**config.mk**
```make
export PLATFORM = sky130hd
export DESIGN_NAME = xlate_window
export DESIGN_NICKNAME = d
export VERILOG_FILES = /design/src/rtl/xlate_pkg.sv /design/src/rtl/xlate_ctrl.sv /design/src/rtl/xlate_dpath.sv /design/src/rtl/xlate_window.sv
export SDC_FILE = /design/constraint.sdc
export NUM_CORES = 1
export LEC_CHECK = 0
export BUFFER_PORTS_ARGS = -buffer_cell sky130_fd_sc_hd__buf_4
export CORE_MARGIN = 2
export CORE_UTILIZATION = 40
export DETAILED_ROUTE_END_ITERATION = 8
export PLACE_DENSITY = 0.82
export SYNTH_ARGS = -nofsm -noshare
export SYNTH_HDL_FRONTEND = slang
export SYNTH_SLANG_ARGS = --single-unit
```
**constraint.sdc**
```tcl
create_clock -name clk -period 3.4 [get_ports clk]
set_input_delay 0.17 -clock clk [delete_from_list [all_inputs] [get_ports clk]]
set_output_delay 0.17 -clock clk [all_outputs]
set_load 0.01 [all_outputs]
```
**src/rtl/xlate_pkg.sv**
```systemverilog
package xlate_pkg;
  typedef enum logic [1:0] {
    ST_IDLE    = 2'd0,
    ST_ISSUE   = 2'd1,
    ST_BACKOFF = 2'd2
  } xlState_t;

  // strobes from control to datapath
  typedef struct packed {
    logic capture;   // latch request and translated address
    logic issue;     // PCI request visible
    logic complete;  // target finished this cycle
  } xlStrobe_t;
endpackage

```
**src/rtl/xlate_ctrl.sv**
```systemverilog
module xlate_ctrl
  import xlate_pkg::*;
(
  input  logic      clk,
  input  logic      rstN,
  input  logic      bpReq,
  input  logic      hit,
  input  logic      pciDone,
  input  logic      pciRetry,
  output xlStrobe_t strobe,
  output logic      bpBusy
);
  xlState_t state, stateNext;

  always_ff @(posedge clk) begin
    if (!rstN) state <= ST_IDLE;
    else       state <= stateNext;
  end

  always_comb begin
    stateNext       = state;
    strobe.capture  = 1'b0;
    strobe.issue    = 1'b0;
    strobe.complete = 1'b0;
    unique case (state)
      ST_IDLE: begin
        if (bpReq && hit) begin
          strobe.capture = 1'b1;
          stateNext      = ST_ISSUE;
        end
      end
      ST_ISSUE: begin
        strobe.issue = 1'b1;
        if (pciDone) begin
          strobe.complete = 1'b1;
          stateNext       = ST_IDLE;
        end else if (pciRetry) begin
          stateNext = ST_BACKOFF;
        end
      end
      ST_BACKOFF: stateNext = ST_ISSUE;
      default:    stateNext = ST_IDLE;
    endcase
  end

  assign bpBusy = (state != ST_IDLE);
endmodule

```
**src/rtl/xlate_dpath.sv**
```systemverilog
module xlate_dpath
  import xlate_pkg::*;
#(
  parameter int ADDR_W = 32,
  parameter int DATA_W = 32,
  parameter int SPLIT  = 16
) (
  input  logic                  clk,
  input  logic                  rstN,
  input  xlStrobe_t             strobe,
  input  logic                  bpWrite,
  input  logic [ADDR_W-1:0]     bpAddr,
  input  logic [DATA_W-1:0]     bpWdata,
  input  logic                  cfgEnable,
  input  logic [ADDR_W-SPLIT-1:0] cfgLower,
  input  logic [ADDR_W-SPLIT-1:0] cfgUpper,
  input  logic [ADDR_W-SPLIT-1:0] cfgOffset,
  input  logic [DATA_W-1:0]     pciRdata,
  output logic                  hit,
  output logic                  pciWrite,
  output logic [ADDR_W-1:0]     pciAddr,
  output logic [DATA_W-1:0]     pciWdata,
  output logic [DATA_W-1:0]     bpRdata
);
  localparam int HI_W = ADDR_W - SPLIT;

  logic [HI_W-1:0]  addrHi;
  logic [SPLIT-1:0] addrLo;
  logic [HI_W-1:0]  xlatHi;

  assign addrHi = bpAddr[ADDR_W-1:SPLIT];
  assign addrLo = bpAddr[SPLIT-1:0];

  // bounded compare on the upper half only; both bounds inclusive
  assign hit    = cfgEnable && (addrHi >= cfgLower) && (addrHi <= cfgUpper);
  // relocation wraps within the upper half
  assign xlatHi = addrHi - cfgLower + cfgOffset;

  always_ff @(posedge clk) begin
    if (!rstN) begin
      pciAddr  <= '0;
      pciWdata <= '0;
      pciWrite <= 1'b0;
    end else if (strobe.capture) begin
      pciAddr  <= {xlatHi, addrLo};
      pciWdata <= bpWdata;
      pciWrite <= bpWrite;
    end
  end

  assign bpRdata = strobe.complete ? pciRdata : '0;
endmodule

```
**src/rtl/xlate_window.sv**
```systemverilog
module xlate_window
  import xlate_pkg::*;
#(
  parameter int ADDR_W = 32,
  parameter int DATA_W = 32,
  parameter int SPLIT  = 16
) (
  input  logic                    clk,
  input  logic                    rstN,
  input  logic                    bpReq,
  input  logic                    bpWrite,
  input  logic [ADDR_W-1:0]       bpAddr,
  input  logic [DATA_W-1:0]       bpWdata,
  output logic                    bpBusy,
  output logic                    bpAck,
  output logic [DATA_W-1:0]       bpRdata,
  output logic                    pciReq,
  output logic                    pciWrite,
  output logic [ADDR_W-1:0]       pciAddr,
  output logic [DATA_W-1:0]       pciWdata,
  input  logic                    pciDone,
  input  logic                    pciRetry,
  input  logic [DATA_W-1:0]       pciRdata,
  input  logic                    cfgEnable,
  input  logic [ADDR_W-SPLIT-1:0] cfgLower,
  input  logic [ADDR_W-SPLIT-1:0] cfgUpper,
  input  logic [ADDR_W-SPLIT-1:0] cfgOffset
);
  xlStrobe_t strobe;
  logic      hit;

  xlate_ctrl u_ctrl (
    .clk(clk), .rstN(rstN), .bpReq(bpReq), .hit(hit),
    .pciDone(pciDone), .pciRetry(pciRetry),
    .strobe(strobe), .bpBusy(bpBusy)
  );

  xlate_dpath #(.ADDR_W(ADDR_W), .DATA_W(DATA_W), .SPLIT(SPLIT)) u_dpath (
    .clk(clk), .rstN(rstN), .strobe(strobe),
    .bpWrite(bpWrite), .bpAddr(bpAddr), .bpWdata(bpWdata),
    .cfgEnable(cfgEnable), .cfgLower(cfgLower), .cfgUpper(cfgUpper),
    .cfgOffset(cfgOffset), .pciRdata(pciRdata),
    .hit(hit), .pciWrite(pciWrite), .pciAddr(pciAddr),
    .pciWdata(pciWdata), .bpRdata(bpRdata)
  );

  assign pciReq = strobe.issue;
  assign bpAck  = strobe.complete;
endmodule

```
==> out/qor.csv, run 1 <==
metric;value;unit
status;completed;
Netlist Area Pre-Place;4850;um^2
final std cells w/o fill;933;
crit end category;flip-flop;
final slew viol count;0;
DRT Pass-1 Iters;4;
Nets;995;
Final HPWL DP;10400;um
die area;13000;um^2
Max clock buf depth;2;
fin area;7090;um^2
H-tree depth;3;
Final Util;0.596;
Buffers on Ports;250;
Mapped Cells;537;
Final Setup Violations;0;
ys async rst share;0;
Placed Cells incl. Taps;917;
most common cell after layout, fill and taps aside;buf_4;
Sink Count;67;
Post-CTS Resized;0;
Mean Syn Cell Area;9.02;um^2
Seq/Total Area, Yosys;0.277;
share of the synthesized area in the top cell type;0.277;
row cnt;40;
DP Area;6800;um^2
starting density of the core;0.407;
WL per Instance;13.7;um
Slew headroom;0.637;
setup TNS;0;ns
Routability Congestion;0.835;
Routed WL;12800;um
total track usage;0.190;
post-route ant nets;0;
leading area contributor after synthesis;dfxtp_1;
max incr delay on CP;0.60;ns
initial antenna violation count;0;
Horiz. Die Dim;114;um
number of synthesized flops with an enable pin;0;
gr ovfl total;0;
via count;4488;
most frequent cells in the layout;252 x buf_4, 92 x inv_1, 67 x dfxtp_1, 64 x nor2b_1, 59 x mux2i_1;
YS warnings;0;
CP required;3.65;ns
post-CTS setup buffers;0;
total of max-cap violations;0;
Hold Buf Count CTS;0;
Core ar.;11900;um^2
area grow syn2layout;46.4;%
vias in the first global route;4228;
Slew @ Worst Pin;0.545;ns
Worst Hold Margin;0.0969;ns
first-pass GRT wire length;20000;um
Post-route DRC;0;
Die Y-Extent;114;um
Max VDD drop;0.255;mV
Pwr Density;353;nW/um^2
post-synthesis cell type count;50;
Fmax;355;MHz
Worst Skew;0.00293;ns
Synth Flop Type;dfxtp_1;
largest net degree at the start of global routing;69;
CTS Buf Count;9;
later-pin clock latency in the skew report;0.32;ns
Via density;4.81;
Critical-path top delay cell;fa_1;
Worst EP arrival;3.07;ns
fin crit period;2.81;ns
layout cell share with drive strength beyond 1;0.349;
final worst path period share;0.828;
Critical Path Start Type;input pin;
Max FO, Critical Path;5;
Pleak;3.67;nW
Hold Fails Final Rpt;0;
unrepaired setup endpoints after global routing;false;
top-level I/O count;251;
top area cells in the synthesized netlist;dfxtp_1 28%, ha_1 12%, mux2i_1 12%, nor2b_1 8.3%, inv_1 7.1%;
Yosys reg bits;67;
DRT iter0 DRCs;183;
n_diodes;0;
WS Path Type;input pin to flip-flop;
CTS tree;yes;
min-delay worst type;input pin to flip-flop;
crit path cell chain;buf_4, inv_1, fa_1, inv_1, ha_1, a211oi_1, o21ai_1, a211oi_1, a21oi_1, and4_1, or3_1, a21oi_1;
clock-pin slew on the worst setup and hold paths;0.05;ns
Root Buffer Master;clkbuf_16;
Post-Syn Nets;751;
worst max-delay path: cells and delay by family:
| family | cells | cell delay [ns] |
|---|---|---|
| compound gates | 5 | 1.21 |
| fa+ha+maj | 2 | 0.91 |
| buf+inv | 3 | 0.22 |
| simple gates | 2 | 0.57 |
flip-flops by register name, summed over array words and instances (netlist names):
name / count
u_dpath.pciWdata: 32
u_ctrl.state: 2
u_dpath.pciWrite: 1
u_dpath.pciAddr: 32
where the power goes:
group	switching (mW)	internal, mW
registers	0.0148	0.814
clock network	0.318	0.586
logic	0.369	0.400
logic make-up (layout without fill, tap and decap cells):
family | after synthesis | count (layout) | synth area share
compound gates | 69 | 69 | 0.0958
simple gates | 152 | 152 | 0.185
mux | 59 | 59 | 0.122
xor+xnor | 13 | 13 | 0.0235
flops | 67 | 67 | 0.277
buf+inv | 114 | 363 | 0.112
fa+ha+maj | 63 | 63 | 0.186
cell usage after synthesis, drive strengths merged (2+ instances only):
| master | count |
|---|---|
| inv | 92 |
| dfxtp | 67 |
| nor2b | 64 |
| mux2i | 59 |
| ha | 48 |
| and3 | 34 |
| a21oi | 17 |
| fa | 15 |
| nand2 | 15 |
| clkbuf | 14 |
| o21ai | 12 |
| nor2 | 10 |
| xnor2 | 9 |
| a21o | 8 |
| buf | 8 |
| nand3 | 7 |
| nand4 | 5 |
| nor3 | 5 |
| o21a | 5 |
| xor2 | 4 |
| a211oi | 3 |
| a31oi | 3 |
| o21bai | 3 |
| a211o | 2 |
| a221oi | 2 |
| a22oi | 2 |
| and4 | 2 |
| o211a | 2 |
| o211ai | 2 |
| o22ai | 2 |
| or3 | 2 |
| or4 | 2 |
cell type report:
| cell class | instances | area, um^2 |
|---|---|---|
| clock inverter | 4 | 50.0 |
| clock buffer | 12 | 246 |
| fill | 1072 | 4820 |
| multi-input combinational | 356 | 2980 |
| tap | 147 | 184 |
| sequential | 67 | 1340 |
| inverter | 92 | 345 |
| timing repair buffer | 255 | 1950 |
final timing paths:
path | from | endpoint | slack [ns] | cells after the start
worst max-delay path | bpAddr[17] | u_dpath.pciAddr[31]$_SDFFE_PN0P_ | 0.59 | 12
worst min-delay path | pciRetry | u_ctrl.state[1]$_SDFFE_PN0P_ | 0.1 | 3
worst min register to register | u_dpath.pciAddr[30]$_SDFFE_PN0P_ | u_dpath.pciAddr[30]$_SDFFE_PN0P_ | 0.47 | 2
worst max register to register | u_ctrl.state[1]$_SDFFE_PN0P_ | u_dpath.pciWdata[3]$_SDFFE_PN0P_ | 1.57 | 5
routing by layer:
metal	wire (um)	GRT usage
met3	842	0.0365
met1	5500	0.239
met2	6200	0.327
met5	0	0
met4	220	0.0593
metrics by stage:
stage | worst slack, ns | total power, mW
detailed placement | 0.276 | 1.61
CTS | 0.612 | 2.53
global placement | 0.318 | 1.59
finish | 0.586 | 2.50
floorplan | 0.668 | 1.32
global route | 0.345 | 2.66
(Power assumes the default switching activity.)
==> run 2: changes to the inputs <==
==> constraint.sdc (replaced) <==
create_clock -name clk -period 2.8 [get_ports clk]
set_input_delay 0.14 -clock clk [delete_from_list [all_inputs] [get_ports clk]]
set_output_delay 0.14 -clock clk [all_outputs]
set_load 0.01 [all_outputs]
==> run 2 against run 1 <==
Compared with the run above:
- clock-buffer cell count shrank 3
- clock power grew 21%
- final area increased by 1.7%
- clock skew up 0.0014 ns
- flip-flop and latch count unchanged
- sequential share of layout area down 0.32 points
- global-route usage shrank 0.83 points
- non-clock buffer count increased by 12
- critical path depth up 1
- combinational power up 26%
- via count shrank 0.11%
- largest cell class unchanged
- largest power group unchanged
- highest routed layer unchanged
==> out/qor.csv, run 2 (synthesis results as in run 1) <==
metric;value;unit;change
min-delay worst type;input pin to flip-flop;;unchanged
routed length on met3;858;um;was 842 um
Slew headroom;0.642;;was 0.637
total of max-cap violations;0;;unchanged
Post-CTS Resized;0;;unchanged
Die Y-Extent;114;um;unchanged
Critical Path Start Type;input pin;;unchanged
Top Metal Used;met4;;unchanged
starting density of the core;0.407;;unchanged
final worst path period share;0.897;;
Via density;4.74;;was 4.81
first-pass GRT wire length;19000;um;was 20000 um
final setup margin;0.288;ns;was 0.586 ns
post-CTS setup buffers;0;;unchanged
top flop regs;u_dpath.pciAddr x32, u_dpath.pciWdata x32, u_ctrl.state x2;;unchanged
Worst Skew;0.00437;ns;was 0.00293 ns
Place WS;-0.0545;ns;was 0.276 ns
status;completed;;unchanged
area occupied by multi-input gates;2980;um^2;unchanged
row cnt;40;;unchanged
crit end category;flip-flop;;unchanged
Final Util;0.606;;was 0.596
later-pin clock latency in the skew report;0.32;ns;about the same
Final HPWL DP;10200;um;was 10400 um
Switch Pwr;0.871;mW;was 0.702 mW
area grow syn2layout;49.0;%;was 46.4%
Worst EP arrival;2.77;ns;was 3.07 ns
H-tree depth;3;;unchanged
Horiz. Die Dim;114;um;unchanged
CTS Buf Count;9;;unchanged
fin crit period;2.51;ns;
clock-pin slew on the worst setup and hold paths;0.06;ns;was 0.05 ns
largest net degree at the start of global routing;69;;unchanged
post-route ant nets;0;;unchanged
DRT iter0 DRCs;153;;was 183
Sink Count;67;;unchanged
Hold Fails Final Rpt;0;;unchanged
initial antenna violation count;0;;unchanged
Fmax;398;MHz;
Pleak;3.75;nW;was 3.67 nW
Max clock buf depth;2;;unchanged
final slew viol count;0;;unchanged
Slew @ Worst Pin;0.537;ns;was 0.545 ns
hold path depth;3;;unchanged
CTS tree;yes;;unchanged
Root Buffer Master;clkbuf_16;;unchanged
register share of total power;0.328;;was 0.331
Core ar.;11900;um^2;unchanged
Final Power;3.07;mW;was 2.50 mW
top-level I/O count;251;;unchanged
DRT Pass-1 Iters;5;;was 4
final std cells w/o fill;945;;was 933
Buffers on Ports;250;;unchanged
CP required;3.06;ns;was 3.65 ns
layout cell share with drive strength beyond 1;0.361;;was 0.349
Routed WL;12400;um;was 12800 um
Register-to-Register Path Depth;6;;was 5
gr ovfl total;0;;unchanged
Post-route DRC;0;;unchanged
Comb pwr share;0.317;;was 0.307
Nets;1007;;was 995
Max FO, Critical Path;3;;was 5
M1 WL;5400;um;was 5500 um
Pwr Density;425;nW/um^2;was 353 nW/um^2
met2 wire len;5810;um;was 6200 um
Routability Congestion;0.813;;was 0.835
Max VDD drop;0.299;mV;was 0.255 mV
Final Setup Violations;0;;unchanged
Placed Cells incl. Taps;929;;was 917
clock group share of total power;0.356;;was 0.361
internal cell power;2.20;mW;was 1.80 mW
die area;13000;um^2;unchanged
most frequent cells in the layout;261 x buf_4, 92 x inv_1, 67 x dfxtp_1, 64 x nor2b_1, 59 x mux2i_1;;was 252 x buf_4, 92 x inv_1, 67 x dfxtp_1, 64 x nor2b_1, 59 x mux2i_1
most common cell after layout, fill and taps aside;buf_4;;unchanged
WS Path Type;input pin to flip-flop;;unchanged
vias in the first global route;4168;;was 4228
n_diodes;0;;unchanged
Hold Buf Count CTS;0;;unchanged
sw frac;0.284;;was 0.280
FILL cells;1035;;was 1072
via count;4483;;was 4488
Worst Hold Margin;0.0604;ns;was 0.0969 ns
Sequential Area;1340;um^2;unchanged
unrepaired setup endpoints after global routing;false;;unchanged
total track usage;0.181;;was 0.190
WL per Instance;13.1;um;was 13.7 um
[run 2: changes by cell type in the layout (fill, tap and decap cells not counted), sizes merged]
cell | previous run | this run
inv | 92 | 93
buf | 255 | 267
clkinvlp | 2 | 0
clkbuf | 12 | 9
clkinv | 1 | 5
[run 2: worst paths after layout]
check                                                       from                               end  slack (ns)
worst max-delay path                                  bpAddr[17]  u_dpath.pciAddr[31]$_SDFFE_PN0P_        0.29
worst min-delay path                                    pciRetry      u_ctrl.state[1]$_SDFFE_PN0P_        0.06
worst max register to register      u_ctrl.state[1]$_SDFFE_PN0P_  u_dpath.pciWdata[0]$_SDFFE_PN0P_        1.07
worst min register to register  u_dpath.pciAddr[28]$_SDFFE_PN0P_  u_dpath.pciAddr[28]$_SDFFE_PN0P_        0.47
[run 2: per-stage QoR]
stage	cell area [um^2]	TNS, ns
3_3_place_gp	6930	-0.0248
3_5_place_dp	6930	-0.0545
5_1_grt	7220	0
2_1_floorplan	4850	0
6_report	7220	0
4_1_cts	7220	0
[run 2: layout make-up]
| cell class | count | share of cell area |
|---|---|---|
| Inverter | 92 | 0.0478 |
| Clock inverter | 7 | 0.00936 |
| Timing Repair Buffer | 267 | 0.288 |
| Clock buffer | 9 | 0.0312 |
| Tap cell | 147 | 0.0255 |
| Multi-Input combinational cell | 356 | 0.412 |
| Sequential cell | 67 | 0.186 |
[run 2: metal layers]
layer  track usage  vias up
li1              -     2306
met1         0.227     1976
met2         0.305      177
met3        0.0355       24
met4        0.0780        0
met5             0        -
[run 2: power groups by stage]
| stage | combinational, mW | sequential (mW) | clock (mW) |
|---|---|---|---|
| 2_1_floorplan | 0.563 | 1.04 | 0 |
| 3_3_place_gp | 0.956 | 1.02 | 0 |
| 3_5_place_dp | 0.976 | 1.03 | 0 |
| 4_1_cts | 0.979 | 1.01 | 1.12 |
| 6_report | 0.971 | 1.01 | 1.09 |
| 5_1_grt | 1.09 | 1.01 | 1.16 |
[run 2: critical path, cell delays in order]
cell      delay (ns)
buf_4           0.08
inv_1           0.04
fa_1            0.56
inv_1           0.05
ha_1            0.30
a211oi_1        0.29
o21ai_1         0.15
a211oi_1        0.23
buf_4           0.15
a21oi_1         0.09
and4_1          0.20
or3_1           0.34
a21oi_1         0.14
